==> src/rtl/lcd_timing_pkg.sv <==
package lcd_timing_pkg;

    parameter int DIV_W  = 5;
    parameter int HCNT_W = 9;
    parameter int LCNT_W = 10;
    parameter int DF_W   = 8;
    parameter int LANE_W = 4;

    localparam int BUS_W = 2 * LANE_W;
    localparam int XCNT_W = HCNT_W + 1;

    typedef enum logic [1:0] {
        BUS_NARROW = 2'd0,
        BUS_WIDE   = 2'd1,
        BUS_SPLIT  = 2'd2
    } bus_mode_e;

    typedef struct packed {
        logic [DIV_W-1:0]  div;
        logic [HCNT_W-1:0] hval;
        logic [LCNT_W-1:0] lval;
        logic [DF_W-1:0]   dfval;
        logic              split;
        logic              wide;
    } scan_cfg_t;

    function automatic bus_mode_e pick_mode(input logic split, input logic wide);
        if (split)
            return BUS_SPLIT;
        else if (wide)
            return BUS_WIDE;
        return BUS_NARROW;
    endfunction

    function automatic logic [BUS_W-1:0] lane_mask(input bus_mode_e mode);
        case (mode)
            BUS_NARROW: return {{LANE_W{1'b0}}, {LANE_W{1'b1}}};
            default:    return {BUS_W{1'b1}};
        endcase
    endfunction

endpackage

==> src/rtl/lcd_shift_div.sv <==
module lcd_shift_div
    import lcd_timing_pkg::*;
(
    input  logic             clk,
    input  logic             clr,
    input  logic [DIV_W-1:0] div,
    output logic             sclk,
    output logic             slot_end
);

    logic [DIV_W-1:0] cnt;
    logic             half_end;

    assign half_end = (cnt == div);
    // a slot closes on the half period that ends with the clock high
    assign slot_end = half_end & sclk;

    always_ff @(posedge clk) begin
        if (clr) begin
            cnt  <= '0;
            sclk <= 1'b0;
        end else if (half_end) begin
            cnt  <= '0;
            sclk <= ~sclk;
        end else begin
            cnt  <= cnt + 1'b1;
        end
    end

endmodule

==> src/rtl/lcd_scan_ctr.sv <==
module lcd_scan_ctr
    import lcd_timing_pkg::*;
(
    input  logic              clk,
    input  logic              clr,
    input  logic              slot_end,
    input  logic [HCNT_W-1:0] hval,
    input  logic [LCNT_W-1:0] lval,
    output logic              line_load,
    output logic              line_end,
    output logic              frame_end,
    output logic              first_line,
    output logic [LCNT_W-1:0] cur_line
);

    logic [XCNT_W-1:0] xcnt;
    logic [XCNT_W-1:0] xlast;
    logic [LCNT_W-1:0] ycnt;
    logic              last_row;

    // slots 0..hval carry data, slot hval+1 is the load slot
    assign xlast      = {1'b0, hval} + 1'b1;
    assign line_load  = (xcnt == xlast);
    assign last_row   = (ycnt == lval);
    assign line_end   = slot_end & line_load;
    assign frame_end  = line_end & last_row;
    assign first_line = line_load & last_row;
    assign cur_line   = ycnt;

    always_ff @(posedge clk) begin
        if (clr) begin
            xcnt <= '0;
            ycnt <= '0;
        end else if (slot_end) begin
            if (line_load) begin
                xcnt <= '0;
                ycnt <= last_row ? '0 : ycnt + 1'b1;
            end else begin
                xcnt <= xcnt + 1'b1;
            end
        end
    end

endmodule

==> src/rtl/lcd_bias_gen.sv <==
module lcd_bias_gen
    import lcd_timing_pkg::*;
(
    input  logic            clk,
    input  logic            clr,
    input  logic            line_end,
    input  logic [DF_W-1:0] dfval,
    output logic            bias
);

    logic [DF_W-1:0] lines_seen;

    always_ff @(posedge clk) begin
        if (clr) begin
            lines_seen <= '0;
            bias       <= 1'b0;
        end else if (line_end) begin
            if (lines_seen == dfval) begin
                lines_seen <= '0;
                bias       <= ~bias;
            end else begin
                lines_seen <= lines_seen + 1'b1;
            end
        end
    end

endmodule

==> src/rtl/lcd_timing_gen.sv <==
module lcd_timing_gen
    import lcd_timing_pkg::*;
(
    input  logic              clk,
    input  logic              rst,
    input  logic              vid_en,
    input  logic              disp_on,
    input  logic              invert,
    input  logic [DIV_W-1:0]  clk_div,
    input  logic [HCNT_W-1:0] h_xfers,
    input  logic [LCNT_W-1:0] n_lines,
    input  logic [DF_W-1:0]   df_div,
    input  logic              split_sel,
    input  logic              wide_sel,
    input  logic [BUS_W-1:0]  pix_in,
    output logic              shift_clk,
    output logic              line_load,
    output logic              first_line,
    output logic              ac_bias,
    output logic              panel_on,
    output logic [LCNT_W-1:0] cur_line,
    output logic [BUS_W-1:0]  pix_out
);

    scan_cfg_t cfg_in;
    scan_cfg_t cfg_q;
    logic      clr;
    logic      slot_end;
    logic      line_end;
    logic      frame_end;
    bus_mode_e mode;

    assign clr = rst | ~vid_en;

    assign cfg_in = '{div:   clk_div,
                      hval:  h_xfers,
                      lval:  n_lines,
                      dfval: df_div,
                      split: split_sel,
                      wide:  wide_sel};

    // shadow copy: follows the inputs while idle, reloads only between frames
    always_ff @(posedge clk) begin
        if (rst)
            cfg_q <= '0;
        else if (!vid_en || frame_end)
            cfg_q <= cfg_in;
    end

    lcd_shift_div u_div (
        .clk      (clk),
        .clr      (clr),
        .div      (cfg_q.div),
        .sclk     (shift_clk),
        .slot_end (slot_end)
    );

    lcd_scan_ctr u_scan (
        .clk        (clk),
        .clr        (clr),
        .slot_end   (slot_end),
        .hval       (cfg_q.hval),
        .lval       (cfg_q.lval),
        .line_load  (line_load),
        .line_end   (line_end),
        .frame_end  (frame_end),
        .first_line (first_line),
        .cur_line   (cur_line)
    );

    lcd_bias_gen u_bias (
        .clk      (clk),
        .clr      (clr),
        .line_end (line_end),
        .dfval    (cfg_q.dfval),
        .bias     (ac_bias)
    );

    assign mode     = pick_mode(cfg_q.split, cfg_q.wide);
    assign panel_on = vid_en & disp_on;

    always_comb begin
        if (vid_en && disp_on)
            pix_out = (pix_in ^ {BUS_W{invert}}) & lane_mask(mode);
        else
            pix_out = '0;
    end

endmodule

==> config.mk <==
export PLATFORM = sky130hd
export DESIGN_NAME = lcd_timing_gen
export DESIGN_NICKNAME = d
export VERILOG_FILES = /design/src/rtl/lcd_timing_pkg.sv /design/src/rtl/lcd_shift_div.sv /design/src/rtl/lcd_scan_ctr.sv /design/src/rtl/lcd_bias_gen.sv /design/src/rtl/lcd_timing_gen.sv
export SDC_FILE = /design/constraint.sdc
export NUM_CORES = 1
export LEC_CHECK = 0
export BUFFER_PORTS_ARGS = -buffer_cell sky130_fd_sc_hd__clkbuf_2
export CELL_PAD_IN_SITES_DETAIL_PLACEMENT = 1
export CELL_PAD_IN_SITES_GLOBAL_PLACEMENT = 1
export CORE_MARGIN = 10
export CORE_UTILIZATION = 40
export CTS_BUF_LIST = sky130_fd_sc_hd__clkbuf_8
export CTS_CLUSTER_DIAMETER = 60
export DETAILED_ROUTE_END_ITERATION = 10
export GPL_TIMING_DRIVEN = 1
export PLACE_DENSITY = 0.84
export SYNTH_ARGS = -nofsm -noshare
export SYNTH_HDL_FRONTEND = slang
export SYNTH_HIERARCHICAL = 1
export SYNTH_SLANG_ARGS = --single-unit
==> constraint.sdc <==
create_clock -name clk -period 8.65 [get_ports clk]
set_input_delay 1.2975 -clock clk [delete_from_list [all_inputs] [get_ports clk]]
set_output_delay 1.2975 -clock clk [all_outputs]
set_load 0.02 [all_outputs]
==> flow_summary.json, run 1 <==
{
  "dr.pass1.iters": 4,
  "tritoncts": "done",
  "die_w_um": 122,
  "grt_pass1_wl_mm": 19.2,
  "p_leak_uw": 0.00172,
  "clk_latency_ns": 0.35,
  "cap_violations": 0,
  "finalHoldViolCount": 0,
  "wl_per_cell_um": 17.9,
  "rsz0062_at_grt": "false",
  "antenna_found_initial": 0,
  "cp_slowest_stage_delay_ns": 0.86,
  "synth-edff-count": 0,
  "r2r-end": "cfg_q[15]",
  "worstSetupPathType": "flip-flop to output pin",
  "synth.distinct_cells": 58,
  "post_drt_via_cell_ratio": 5.51,
  "path_buf_inv": 1,
  "ir_drop_mv": 0.0648,
  "yosysTopAreaCellShare": 0.334,
  "fin_nets": 558,
  "synth_area_um2": 4140,
  "vias": 3558,
  "groute.usage.overall": 0.157,
  "hold_end": "u_div/cnt[0]",
  "synth_top_flop_cell": "dfxtp_1",
  "row_count": 37,
  "power_density_nw_per_um2": 155,
  "rr_startpoint": "cfg_q[20]",
  "path_max_fanout": 11,
  "start_util": 0.407,
  "drt_iter0_markers": 163,
  "ys.warnings.count": 6,
  "h-tree-depth": 3,
  "dp_hpwl_mm": 8.26,
  "min_period_over_period": 0.507,
  "wirelength_mm": 11.6,
  "cts.hold.buffers_added": 0,
  "rrSetupSlack_ns": 4.84,
  "clockBufferDepth": 2,
  "place.gp.congestion": 0.845,
  "fin_ws_ns": 4.27,
  "fin_util": 0.461,
  "cts_buffers": 9,
  "ioPinCount": 70,
  "synth_area_leaders": "dfxtp_1 (33%), nand4bb_1 (9.2%), xnor2_1 (8.0%)",
  "whs_path_depth": 1,
  "drc": 0,
  "fin_crit_ns": 4.38,
  "cts_resized": 0,
  "overflow": 0,
  "status": "finished, final reports clean",
  "hp-start": "u_div/cnt[0]",
  "cp_data_arrival_time_ns": 3.09,
  "cts.clk_slew.worst_paths_ns": 0.08,
  "yosys.area.top_type": "dfxtp_1",
  "route.antenna.remaining_nets": 0,
  "async_reset_ff_frac": 0,
  "worstPathRequired_ns": 7.35,
  "synth_seq_area_share": 0.334,
  "syn-instance-count": 452,
  "syn_nets": 504,
  "ys_ff_latch": 69,
  "critPathTopFamily": "compound AO/OA/AOI/OAI gates",
  "grt_pass1_vias": 3887,
  "fin_cells": 646,
  "max_freq_ghz": 0.228,
  "slew_violations": 0,
  "diodes": 0,
  "ff2ff_path_depth": 11,
  "layout-drive-gt1-share": 0.257,
  "fin_tns_setup_ns": 0,
  "grt_max_degree": 70,
  "final.setup_skew_ns": 0.0134,
  "pre_cts_ws_ns": 4.65,
  "relSlewSlack": 0.283,
  "postCtsSetupBuffers": 0,
  "dieHeight_um": 122,
  "setup_viol": 0,
  "synth_area_per_cell_um2": 9.16,
  "clkSinkCount": 69,
  "die_area_um2": 14800,
  "worst_pin_slew_ns": 1.08,
  "worstHoldPathType": "flip-flop to flip-flop",
  "cts-root-buf": "clkbuf_8",
  "core_area_um2": 10200,
  "path_cells": "ha_1 > a21oi_1 > o211ai_1 > o221ai_1 > a22oi_1 > nor3_1 > clkbuf_2",
  "dp_cells": 631,
  "end_kind": "output pin",
  "area_growth_pct": 13.4,
  "portBuffers": 69,
  "startpoint_type": "flip-flop",
  "worst_path_max_delay_cell": "a22oi_1",
  "num-fill-cells": 1254
}
power by group:
part / switching (uW) / total [uW] / leakage (uW) / internal (uW)
Sequential: 11.6 / 339 / 0.000563 / 328
Clock: 132 / 302 / 0.000105 / 170
Combinational: 50.6 / 88.0 / 0.00105 / 37.4
cell type report:
type                    instances  area (um^2)  area share
multi-input cells             346         2530       0.538
flip-flops and latches         69         1380       0.294
repair buffers                 71          360      0.0768
well taps                     136          170      0.0362
clock buffers                  10          138      0.0293
clock inverters                 5         83.8      0.0179
inverters                       9         33.8     0.00720
cells by family after synthesis:
logic type,Yosys count,share of synthesized area
flip-flops,69,0.334
XOR/XNOR,58,0.123
adder cells (fa/ha/maj),5,0.0151
buffers and inverters,37,0.0559
multiplexers,2,0.00604
AND/OR/NAND/NOR,204,0.314
AO/OA/AOI/OAI,77,0.153
Yosys cell counts (all sizes together), types with 4 or more instances:
| library cell | number |
|---|---|
| nand3 | 17 |
| o211ai | 4 |
| ha | 5 |
| xnor2 | 38 |
| a32o | 5 |
| o2bb2ai | 4 |
| nor2 | 37 |
| nand4bb | 34 |
| buf | 16 |
| nand4 | 10 |
| o21ai | 39 |
| dfxtp | 69 |
| clkbuf | 12 |
| nand2 | 29 |
| xor2 | 20 |
| nor3 | 20 |
| inv | 7 |
| a2111oi | 4 |
| a21oi | 8 |
| nand2b | 36 |
layer usage:
| metal | up-vias | global-route usage | share of wire |
|---|---|---|---|
| li1 | 1724 | - | - |
| met1 | 1753 | 0.186 | 0.43 |
| met2 | 71 | 0.278 | 0.51 |
| met3 | 10 | 0.0384 | 0.051 |
| met4 | 0 | 0.0373 | 0.0084 |
| met5 | - | 0 | 0 |
stage by stage:
stage          power, uW  hold slack, ns  cell area [um^2]
5_1_grt              759           0.529              4690
3_5_place_dp         435           0.489              4470
3_3_place_gp         430           0.459              4470
6_report             729           0.494              4690
4_1_cts              735           0.507              4690
2_1_floorplan        411           0.441              4140
worst max-delay path by stage:
stage                   start                 end  slack (ns)  depth (start not counted)
finish              cfg_q[20]          first_line        4.27                          7
detailed placement        rst  u_scan/cur_line[9]        4.65                          4
CTS                 cfg_q[20]          first_line        4.34                          7
global placement          rst  u_scan/cur_line[4]        4.76                          4
global route        cfg_q[20]          first_line        4.12                          7
floorplan           cfg_q[20]          first_line        4.99                          8
state kept, by name, indices dropped and copies added, names as in the netlist:
register and flops:
u_div/sclk 1, u_scan/cur_line 10, u_bias/lines_seen 8, u_bias/bias 1
u_div/cnt 5, cfg_q 34, u_scan/xcnt 10
layout by cell type, fill, tap and decap left out, types with 4 or more instances in the layout:
cell type and instances:
a32o_1 5, ha_1 5, a21oi_1 8, nand2_1 28
o2bb2ai_1 4, xnor2_1 38, o21ai_1 5, clkbuf_8 10
nand3_1 17, o21ai_2 30, inv_1 7, nand4_1 8
clkbuf_2 69, nor3_1 18, o21ai_0 4, nand4bb_1 34
dfxtp_1 69, xor2_1 20, nor2_1 36, nand2b_1 36
(Power assumes the default switching activity.)
==> run 2: changes to the inputs <==
- ABC_AREA: unset -> 1
- CORE_UTILIZATION: 40 -> 37
- PLACE_DENSITY: 0.84 -> 0.88
- clock period: 8.65 -> 3.9 ns (I/O delays scaled with it)
==> run 2 against run 1 <==
  * Register-to-register slack lost 4.0 ns
  * Flip-flop and latch count is the same
  * Wire length grew 9.3%
  * Worst hold slack lost 0.048 ns
  * Global-route usage grew 0.41 points
  * Area after synthesis grew 2.5%
  * Die area grew 9.0%
  * Power grew 110%
  * Final cell count grew 35%
  * Combinational power grew 150%
  * Critical endpoint is now cfg_q[14]
==> flow_summary.json, run 2 <==
{
  "muxShareOfSynthArea": 0,
  "worstSetupPathType": "flip-flop to flip-flop",
  "antenna_found_initial": 0,
  "ir_drop_mv": 0.144,
  "cts_resized": 0,
  "path_max_fanout": 34,
  "row_count": 39,
  "dieHeight_um": 127,
  "core_area_um2": 11300,
  "layout.cells.most_common_list": "nand2_1 (149), nor2_1 (141), inv_1 (101)",
  "portBuffers": 69,
  "cts-root-buf": "clkbuf_8",
  "worstPathRequired_ns": 4.19,
  "area_growth_pct": 13.1,
  "place.gp.congestion": 0.804,
  "die_area_um2": 16200,
  "start_util": 0.375,
  "seq_power_share": 0.487,
  "wl_per_cell_um": 14.5,
  "fin_tns_setup_ns": 0,
  "cts.hold.buffers_added": 0,
  "swShare": 0.281,
  "synthAdderAreaFrac": 0.0147,
  "yosys-top-cells-count": "nand2_1 (149), nor2_1 (141), inv_1 (99)",
  "ioPinCount": 70,
  "cts.clk_slew.worst_paths_ns": 0.07,
  "syn_nets": 713,
  "hold-worst-slack_ns": 0.446,
  "async_reset_ff_frac": 0,
  "synth_area_leaders": "dfxtp_1 (33%), nand2_1 (13%), nor2_1 (12%)",
  "synth_top_flop_cell": "dfxtp_1",
  "startpoint_type": "flip-flop",
  "power.share.clock": 0.372,
  "h-tree-depth": 3,
  "cap_violations": 0,
  "synth_most_common_cell": "nand2_1",
  "grt_pass1_vias": 4795,
  "synthXorXnorAreaFrac": 0.0825,
  "synth.distinct_cells": 35,
  "synth-edff-count": 0,
  "clkSinkCount": 69,
  "post_drt_via_cell_ratio": 4.85,
  "rsz0062_at_grt": "false",
  "setup_viol": 0,
  "synth-simple-area-share": 0.422,
  "dp_hpwl_mm": 9.71,
  "fin_util": 0.424,
  "yosysTopAreaCellShare": 0.325,
  "route.antenna.remaining_nets": 0,
  "drc": 0,
  "synth_area_um2": 4240,
  "final.setup_skew_ns": 0.0116,
  "ys.warnings.count": 6,
  "grt_pass1_wl_mm": 22.0,
  "overflow": 0,
  "syn-instance-count": 661,
  "end_kind": "flip-flop",
  "cp_data_arrival_time_ns": 3.40,
  "diodes": 0,
  "worst_pin_slew_ns": 0.782,
  "power_uw": 1550,
  "drt_iter0_markers": 158,
  "ys_ff_latch": 69,
  "min_period_over_period": 0.797,
  "wirelength_mm": 12.6,
  "switching_power_uw": 436,
  "p_leak_uw": 0.00237,
  "yosys.area.top_type": "dfxtp_1",
  "fin_crit_ns": 3.11,
  "clk_latency_ns": 0.36,
  "postCtsSetupBuffers": 0,
  "largest_reg_flops": 34,
  "relSlewSlack": 0.474,
  "clockBufferDepth": 2,
  "groute.usage.overall": 0.161,
  "layout-drive-gt1-share": 0.163,
  "worstHoldPathType": "primary input to flip-flop",
  "mostFrequentLayoutCell": "nand2_1",
  "status": "finished, final reports clean",
  "synth_seq_area_share": 0.325,
  "internal-power_uw": 1120,
  "cts_buffers": 9,
  "grt_max_degree": 37,
  "finalHoldViolCount": 0,
  "die_w_um": 127,
  "tritoncts": "done",
  "largest_register": "cfg_q",
  "dr.pass1.iters": 4,
  "synth_top_family_by_area": "simple AND/OR/NAND/NOR gates",
  "power_density_nw_per_um2": 323,
  "synth_compound_area_frac": 0.0200,
  "fin_nets": 778,
  "slew_violations": 0,
  "synth_area_per_cell_um2": 6.42,
  "comb_power_share": 0.140,
  "vias": 4233,
  "max_freq_ghz": 0.322
}
run 2: worst paths after layout:
check,start,to,slack (ns),cells past startpoint
worst min register to register,u_div/cnt[0],u_div/cnt[0],0.52,1
worst max register to register,cfg_q[20],cfg_q[14],0.79,14
worst max-delay path,cfg_q[20],cfg_q[14],0.79,14
worst min-delay path,df_div[2],cfg_q[4],0.45,3
run 2: per-layer routing:
| metal | wire length, um | up-vias | GRT usage |
|---|---|---|---|
| met5 | 0 | - | 0 |
| met4 | 293 | 0 | 0.0723 |
| met3 | 332 | 27 | 0.0285 |
| met2 | 6870 | 52 | 0.304 |
| met1 | 5140 | 2028 | 0.169 |
| li1 | - | 2126 | - |
run 2: through the flow:
| stage | setup slack, ns | cell area [um^2] | cells |
|---|---|---|---|
| after floorplan | 1.50 | 4240 | 661 |
| after global placement | 1.02 | 4620 | 858 |
| after detailed placement | 0.832 | 4620 | 858 |
| after CTS | 0.817 | 4800 | 872 |
| after global routing | 0.430 | 4800 | 872 |
| final | 0.793 | 4800 | 872 |
run 2: cell families after synthesis:
kind of cell / Yosys count
buf+inv: 126
compound gates: 16
flops: 69
xor+xnor: 40
simple gates: 405
fa+ha+maj: 5
run 2: critical path, cell delays in order (launching register included):
cell	delay, ns
dfxtp_1	0.41
ha_1	0.23
nand2_1	0.14
nor2_4	0.14
nand2_1	0.06
nand2_1	0.09
nand2_1	0.05
nand2_1	0.09
and2_1	0.14
nand3_1	0.15
nor3_1	0.64
inv_2	0.50
nand3_1	0.23
nand2_1	0.08
nor2_1	0.11
run 2: cell type report:
class / instances / area, um^2
clock buffers: 10 / 138
clock inverters: 4 / 42.5
fillers: 1551 / 6520
inverters: 108 / 405
multi-input cells: 466 / 2290
flip-flops and latches: 69 / 1380
well taps: 143 / 179
repair buffers: 72 / 368
run 2: power by group through the flow:
| stage | combinational [uW] | clock [uW] | sequential (uW) |
|---|---|---|---|
| 2_1_floorplan | 158 | 0 | 766 |
| 3_3_place_gp | 204 | 0 | 771 |
| 3_5_place_dp | 217 | 0 | 773 |
| 4_1_cts | 221 | 589 | 757 |
| 5_1_grt | 249 | 627 | 762 |
| 6_report | 218 | 578 | 757 |
